===== src/rtl/volmute_pkg.sv =====
package volmute_pkg;
  localparam int GAIN_W = 3;
  typedef logic signed [GAIN_W-1:0] gain_t;
endpackage


===== src/rtl/vm_hook_edge.sv =====
module vm_hook_edge (
  input  logic clk_i,
  input  logic rst_ni,
  input  logic hook_i,
  output logic rise_o
);
  logic hook_q;

  always_ff @(posedge clk_i or negedge rst_ni) begin
    if (!rst_ni) hook_q <= 1'b0;
    else         hook_q <= hook_i;
  end

  assign rise_o = hook_i & ~hook_q;
endmodule


===== src/rtl/vm_gain.sv =====
module vm_gain
  import volmute_pkg::*;
#(
  parameter int MAX_UP = 3,
  parameter int MAX_DN = 2,
  parameter int BOOST  = 2
) (
  input  logic  clk_i,
  input  logic  rst_ni,
  input  logic  clr_i,
  input  logic  vol_i,
  input  logic  up_i,
  input  logic  dn_i,
  output gain_t gain_o
);
  localparam gain_t G_MAX   = gain_t'(MAX_UP);
  localparam gain_t G_MIN   = gain_t'(-MAX_DN);
  localparam gain_t G_BOOST = gain_t'(BOOST);

  gain_t gain_q, gain_d;
  logic  boost_q, boost_d;

  always_comb begin
    gain_d  = gain_q;
    boost_d = boost_q;
    if (clr_i) begin
      gain_d  = '0;
      boost_d = 1'b0;
    end else if (vol_i) begin
      boost_d = ~boost_q;
      gain_d  = boost_q ? gain_t'(0) : G_BOOST;
    end else if (up_i) begin
      boost_d = 1'b0;
      if (gain_q < G_MAX) gain_d = gain_q + gain_t'(1);
    end else if (dn_i) begin
      boost_d = 1'b0;
      if (gain_q > G_MIN) gain_d = gain_q - gain_t'(1);
    end
  end

  always_ff @(posedge clk_i or negedge rst_ni) begin
    if (!rst_ni) begin
      gain_q  <= '0;
      boost_q <= 1'b0;
    end else begin
      gain_q  <= gain_d;
      boost_q <= boost_d;
    end
  end

  assign gain_o = gain_q;


  gain_range_chk: assert property (@(posedge clk_i) disable iff (!rst_ni)
    (gain_q <= G_MAX) && (gain_q >= G_MIN));

  sat_hi_chk: assert property (@(posedge clk_i) disable iff (!rst_ni)
    (up_i && !vol_i && !clr_i && gain_q == G_MAX) |=> (gain_q == G_MAX));

  sat_lo_chk: assert property (@(posedge clk_i) disable iff (!rst_ni)
    (dn_i && !up_i && !vol_i && !clr_i && gain_q == G_MIN) |=> (gain_q == G_MIN));

  clr_gain_chk: assert property (@(posedge clk_i) disable iff (!rst_ni)
    clr_i |=> (gain_q == '0 && !boost_q));
endmodule


===== src/rtl/vm_mute.sv =====
module vm_mute (
  input  logic clk_i,
  input  logic rst_ni,
  input  logic clr_i,
  input  logic speech_i,
  input  logic mute_i,
  input  logic cancel_i,
  output logic priv_o
);
  logic priv_q;

  always_ff @(posedge clk_i or negedge rst_ni) begin
    if (!rst_ni)                 priv_q <= 1'b0;
    else if (clr_i || cancel_i)  priv_q <= 1'b0;
    else if (mute_i && speech_i) priv_q <= ~priv_q;
  end

  assign priv_o = priv_q;


  mute_ignored_chk: assert property (@(posedge clk_i) disable iff (!rst_ni)
    (!speech_i && !clr_i && !cancel_i) |=> $stable(priv_q));

  cancel_chk: assert property (@(posedge clk_i) disable iff (!rst_ni)
    cancel_i |=> !priv_q);
endmodule


===== src/rtl/volmute_ctrl.sv =====
module volmute_ctrl
  import volmute_pkg::*;
#(
  parameter int MAX_UP = 3,
  parameter int MAX_DN = 2,
  parameter int BOOST  = 2
) (
  input  logic              clk_i,
  input  logic              rst_ni,
  input  logic              hook_i,
  input  logic              speech_i,
  input  logic              dialing_i,
  input  logic              vol_key_i,
  input  logic              up_key_i,
  input  logic              dn_key_i,
  input  logic              mute_key_i,
  input  logic              other_key_i,
  output logic [GAIN_W-1:0] gain_o,
  output logic              mic_mute_o,
  output logic              rx_mute_o,
  output logic              remind_o
);
  logic  rise;
  logic  priv;
  logic  cancel;
  gain_t gain;

  vm_hook_edge i_edge (
    .clk_i  (clk_i),
    .rst_ni (rst_ni),
    .hook_i (hook_i),
    .rise_o (rise)
  );

  vm_gain #(.MAX_UP(MAX_UP), .MAX_DN(MAX_DN), .BOOST(BOOST)) i_gain (
    .clk_i  (clk_i),
    .rst_ni (rst_ni),
    .clr_i  (rise),
    .vol_i  (vol_key_i),
    .up_i   (up_key_i),
    .dn_i   (dn_key_i),
    .gain_o (gain)
  );

  // every non-mute key entry cancels privacy mute
  assign cancel = vol_key_i | up_key_i | dn_key_i | other_key_i;

  vm_mute i_mute (
    .clk_i    (clk_i),
    .rst_ni   (rst_ni),
    .clr_i    (rise),
    .speech_i (speech_i),
    .mute_i   (mute_key_i),
    .cancel_i (cancel),
    .priv_o   (priv)
  );

  assign gain_o     = gain;
  assign mic_mute_o = priv;
  assign remind_o   = priv;
  assign rx_mute_o  = dialing_i;


  hook_clr_chk: assert property (@(posedge clk_i) disable iff (!rst_ni)
    (hook_i && !$past(hook_i)) |=> (!mic_mute_o && gain_o == '0));
endmodule


===== config.mk =====
export PLATFORM = sky130hd
export DESIGN_NAME = volmute_ctrl
export DESIGN_NICKNAME = d
export VERILOG_FILES = /design/src/rtl/volmute_pkg.sv /design/src/rtl/vm_hook_edge.sv /design/src/rtl/vm_gain.sv /design/src/rtl/vm_mute.sv /design/src/rtl/volmute_ctrl.sv
export SDC_FILE = /design/constraint.sdc
export NUM_CORES = 1
export LEC_CHECK = 0
export BUFFER_PORTS_ARGS = -buffer_cell sky130_fd_sc_hd__buf_2
export CAP_MARGIN = 40
export CORE_AREA = 2 2 39 41
export DETAILED_ROUTE_END_ITERATION = 10
export DIE_AREA = 0 0 41 43
export PLACE_DENSITY = 0.63
export SLEW_MARGIN = 20
export SYNTH_ARGS = -nofsm -noshare
export SYNTH_HDL_FRONTEND = slang
export SYNTH_SLANG_ARGS = --single-unit

===== constraint.sdc =====
create_clock -name clk_i -period 2.2 [get_ports clk_i]
set_input_delay 0.11 -clock clk_i [delete_from_list [all_inputs] [get_ports clk_i]]
set_output_delay 0.11 -clock clk_i [all_outputs]
set_load 0.01 [all_outputs]

* After elaboration in Yosys (flattened, before gate mapping)
Index checks and enable logic that the tools add are counted.
** Word-level totals
- Register bits :: 6
- Input bits :: 10
- Word-level logic and storage cells :: 35
** Operators by class
- Add/sub/neg operators :: 2
- Order comparisons :: 2
- Eq/ne operators :: 1
- Mux-type cells :: 13
- Bitwise gates (word level) :: 7
- Reduce and logical (&&, ||, !) cells :: 6
** Operators by type and width (number)
- $mux W3 :: 6
- $reduce_bool A4 Y1 :: 2
- $mux W1 :: 6
- $ne A4 B2 Y1 const B :: 1
- $add A3 B2 Y3 const B :: 1
- $gt A3 B2 Y1 const B :: 1
- $lt A3 B3 Y1 const B :: 1
- $not A1 Y1 :: 3
- $or A1 B1 Y1 :: 3
- $reduce_and A3 Y1 :: 1
- $sub A3 B2 Y3 const B :: 1
- $mux W2 :: 1
- $reduce_bool A2 Y1 :: 1
- $and A1 B1 Y1 :: 1
- $logic_and A1 B1 Y1 :: 1
- $logic_or A1 B1 Y1 :: 1

* Longest topological paths before layout
- Depth after elaboration :: 6
- Depth in mapped cells :: 5
- Gate-level depth less buffers :: 5

* Modules after synthesis
A second synthesis with hierarchy kept.
** Unflattened totals
- Cells, all modules :: 41
- Area, all modules :: 410.4 sq um
** Modules (own cells, without submodules)
- vm_gain :: times used 1, cells an instance 32, area each 294.0 sq um
- vm_mute :: times used 1, cells an instance 4, area each 55.1 sq um
- vm_hook_edge :: times used 1, cells an instance 2, area each 38.8 sq um
- volmute_ctrl :: times used 1, cells an instance 3, area each 22.5 sq um

* Least setup slack after synthesis
OpenSTA, ideal clock, no wires.
- Path kind :: reg-to-reg
- Start point :: register i_gain.gain_q[0], in the netlist i_gain.gain_o[0]
- End point :: register i_gain.gain_q[2], in the netlist i_gain.gain_o[2]
- Arrival time :: 1486 ps
- Required time :: 2060 ps
- Slack :: 574 ps
- Cell stages (with the launch flop) :: 5
- Cells stage by stage :: dfrtp_1 -> fa_1 -> nand4b_1 -> a221oi_1 -> a2111oi_2
** On the way
- Word-level cells in the longest chain between the ends :: 6
** RTL lines
- start: declaration :: line vm_gain.sv:20 : gain_t gain_q, gain_d;
- start signal: assignment :: line vm_gain.sv:46 : gain_q <= gain_d;
- $sub A3 B2 Y3 :: line vm_gain.sv:37 : if (gain_q > G_MIN) gain_d = gain_q - gain_t'(1);
- $mux W3 :: line vm_gain.sv:37
- $mux W3 :: line vm_gain.sv:35 : end else if (dn_i) begin
- $mux W3 :: line vm_gain.sv:32 : end else if (up_i) begin
- $mux W3 :: line vm_gain.sv:29 : end else if (vol_i) begin
- $mux W3 :: line vm_gain.sv:26 : if (clr_i) begin
Several ways; a longest one is shown, not always the timed one. The select of a mux whose other input is x is not followed.
A chain may end at the register's enable or synchronous reset.

* Worst setup path in the final report
Ends and elaborated chain as after synthesis.

==> summary.txt <==
Routing
  – Drt initial violations: 2
  – ANT nets after route: 0
  – Via count: between 300 and 400
  – Routed wire length: approximately 800 µm
  – DRC viols: 0
  – Vias per inst: 5.01
  – First-pass DRT Iterations: 4
  – Mean routed wirelength per cell: about 11 µm

CTS
  – H-tree level count: 1
  – CTS Sinks: 6
  – Setup Fix Bufs, Post-CTS: 0
  – Clock transition at the registers of the reported paths: around 50 ps
  – Total CTS buffers: 3
  – CTS tree: done
  – Clk_lat worst skew: 250 ps
  – CTS max path bufs: 2
  – Clk root buf: clkbuf_4

STA
  – Fin crit share: between 70% and 80%
  – Post-Route Skew: 2.52 ps
  – Max-slew violations: 0
  – Min Hold Slack: 15.7 ps
  – Final Hold Viols: 0
  – Fmax: 603 MHz
  – Fin crit period: ~1700 ps
  – Fin Setup TNS: 0 ps
  – Max-slew headroom: 77.2%
  – Setup repair after global routing missed its margin: no
  – Final Setup Violations: 0
  – Worst-Margin Slew: ~340 ps

Global routing
  – Maximum number of pins on one net before global-route repair: 10
  – GRT overflow: 0
  – First-pass GRT wire length: roughly 1.3 mm
  – Tot GR Track Use: between 10% and 20%
  – Initial antenna violation count: 0
  – Vias in the first global route: 338

Power
  – Worst vdd ir: roughly 0.32 mV
  – PwrDens: 624 mW/mm²
  – P_leak: about 0.24 nW

Logic synthesis
  – Register area share after synthesis: between 30% and 40%
  – Synth warnings: 0
  – Mapped Cells: 39
  – Syn nets: 50
  – Syn Std Cell Area: just over 400 µm²
  – Synth Register Bits: 6
  – Unique cell type count in the Yosys netlist: 22
  – Mean post-synth cell area: 10.5 µm²

Setup path
  – Crit path DAT: 1780 ps
  – Data required, critical path: 2320 ps
  – CP endpoint kind: flop
  – Crit path max fanout: 9
  – Critical path class: reg -> reg
  – Nature of the critical path startpoint: flop

Floorplanning
  – FP Rows: 14
  – # IOs: 16
  – DIE AREA: 0.00176 mm²
  – Die Width: 41 µm
  – Die Height: ~43 µm
  – Initial Utilization: a little under 30%
  – Area of the core: 0.00138 mm²

Placed design
  – # port buffers: 13
  – RD Place Congestion: 0.763
  – Placed Cells: 66
  – Cell Area, Placed: 479 µm²
  – Post-DP HPWL: 589 µm

Flow run
  – Max-cap violation count: 0

Final layout
  – Post-layout util: 37.7%
  – Synth-to-layout area growth: 27.5%
  – Final Non-Filler Cells: 71
  – Filler cells: about 140
  – Final instance area: 522 µm²
  – Final net count: 68
  – Ratio of cells with drive above 1 in the final layout: 38.2%
  – ANT cells: 0

Min path
  – Worst min-delay path class: in -> reg

Status
  – Outcome: finished clean
==> final cells by class <==
class / instances / area (µm²) / area share [%]
Clock buffer: 3 / 22.5 / 4.32
Inverter: 2 / 7.51 / 1.44
Multi-Input combinational cell: 29 / 236 / 45.3
Sequential cell: 6 / 150 / 28.8
Tap cell: 16 / 20.0 / 3.84
Timing Repair Buffer: 15 / 85.1 / 16.3
==> path summary, 6_finish.rpt <==
check                      cells after the start                          from  slack, ps                            to
min                                            2                   other_key_i         20     i_mute.priv_o$_DFFE_PN0P_
min reg2reg                                    1    i_gain.boost_q$_DFFE_PN0P_        480    i_gain.boost_q$_DFFE_PN0P_
min in group asynchronous                      2                        rst_ni        210       i_edge.hook_q$_DFF_PN0_
max in group asynchronous                      2                        rst_ni       1850  i_gain.gain_o[1]$_DFFE_PN0P_
max                                            4  i_gain.gain_o[0]$_DFFE_PN0P_        540  i_gain.gain_o[2]$_DFFE_PN0P_
max reg2reg                                    4  i_gain.gain_o[0]$_DFFE_PN0P_        540  i_gain.gain_o[2]$_DFFE_PN0P_
==> cell families (layout without fill, tap and decap cells) <==
group / after synthesis / after routing / share of synthesized area, %
AO/OA/AOI/OAI: 10 / 10 / 20.5
XOR/XNOR: 1 / 1 / 2.14
adder cells (fa/ha/maj): 1 / 1 / 4.89
buffers and inverters: 4 / 20 / 5.50
flip-flops: 6 / 6 / 36.7
multiplexers: 2 / 2 / 4.89
AND/OR/NAND/NOR: 15 / 15 / 25.4
==> Yosys cell counts <==
library cell / n / area [µm²]
nand4b_1: 1 / 8.76
xor2_1: 1 / 8.76
mux2i_1: 2 / 20.0
nand2_1: 1 / 3.75
a21boi_0: 1 / 7.51
nand2b_1: 4 / 25.0
inv_1: 1 / 3.75
nor2_1: 1 / 3.75
or4_4: 1 / 11.3
nor3_2: 1 / 10.0
o31a_1: 3 / 26.3
dfrtp_1: 6 / 150
buf_4: 2 / 15.0
nor2b_2: 1 / 8.76
a21oi_1: 3 / 15.0
a221oi_1: 1 / 8.76
nor2b_1: 4 / 25.0
fa_1: 1 / 20.0
or2b_1: 1 / 7.51
inv_2: 1 / 3.75
o221a_1: 1 / 11.3
a2111oi_2: 1 / 15.0
==> stage by stage <==
step | total power, W | setup WS [ps]
2_1_floorplan | 0.000192 | 574
3_3_place_gp | 0.000219 | 569
3_5_place_dp | 0.000220 | 547
4_1_cts | 0.000329 | 539
5_1_grt | 0.000347 | 408
6_report | 0.000325 | 542
==> sequential cells by signal, indices dropped and copies added (netlist names) <==
| register | count |
|---|---|
| i_gain.boost_q | 1 |
| i_edge.hook_q | 1 |
| i_gain.gain_o | 3 |
| i_mute.priv_o | 1 |
==> layer usage <==
metal  GRT usage [%]  vias to the layer above  wire (µm)
met3            7.85                        5         73
met2            16.3                       12        366
met5               0                        -          0
met1            13.0                      167        340
met4            6.00                        0         18
li1                -                      172          -
==> cells in the final DEF, fill, tap and decap left out, types with 2 or more instances in the layout <==
master / synthesis / routed
clkbuf_4: 0 / 3
o31a_1: 3 / 3
a21oi_1: 3 / 3
dfrtp_1: 6 / 6
nand2b_1: 4 / 4
nor2b_1: 4 / 4
dlygate4sd3_1: 0 / 2
buf_2: 0 / 13
mux2i_1: 2 / 2
==> critical path, cell delays in order (launching register included) <==
cell and delay, ps:
dfrtp_1 460, fa_1 450, nand4b_1 180, a221oi_1 350, a2111oi_2 90
==> power breakdown <==
part | switching [W] | total (W) | internal, W
Sequential | 0.0000175 | 0.000138 | 0.000120
Clock | 0.0000425 | 0.000104 | 0.0000619
Combinational | 0.0000374 | 0.0000831 | 0.0000457
Total | 0.0000974 | 0.000325 | 0.000228
==> what timing repair did <==
item	4_1_cts	5_1_grt
endpoints found under the hold margin	7	0
gates resized for setup	0	0
hold buffers	2	0
(Power assumes the default switching activity.)
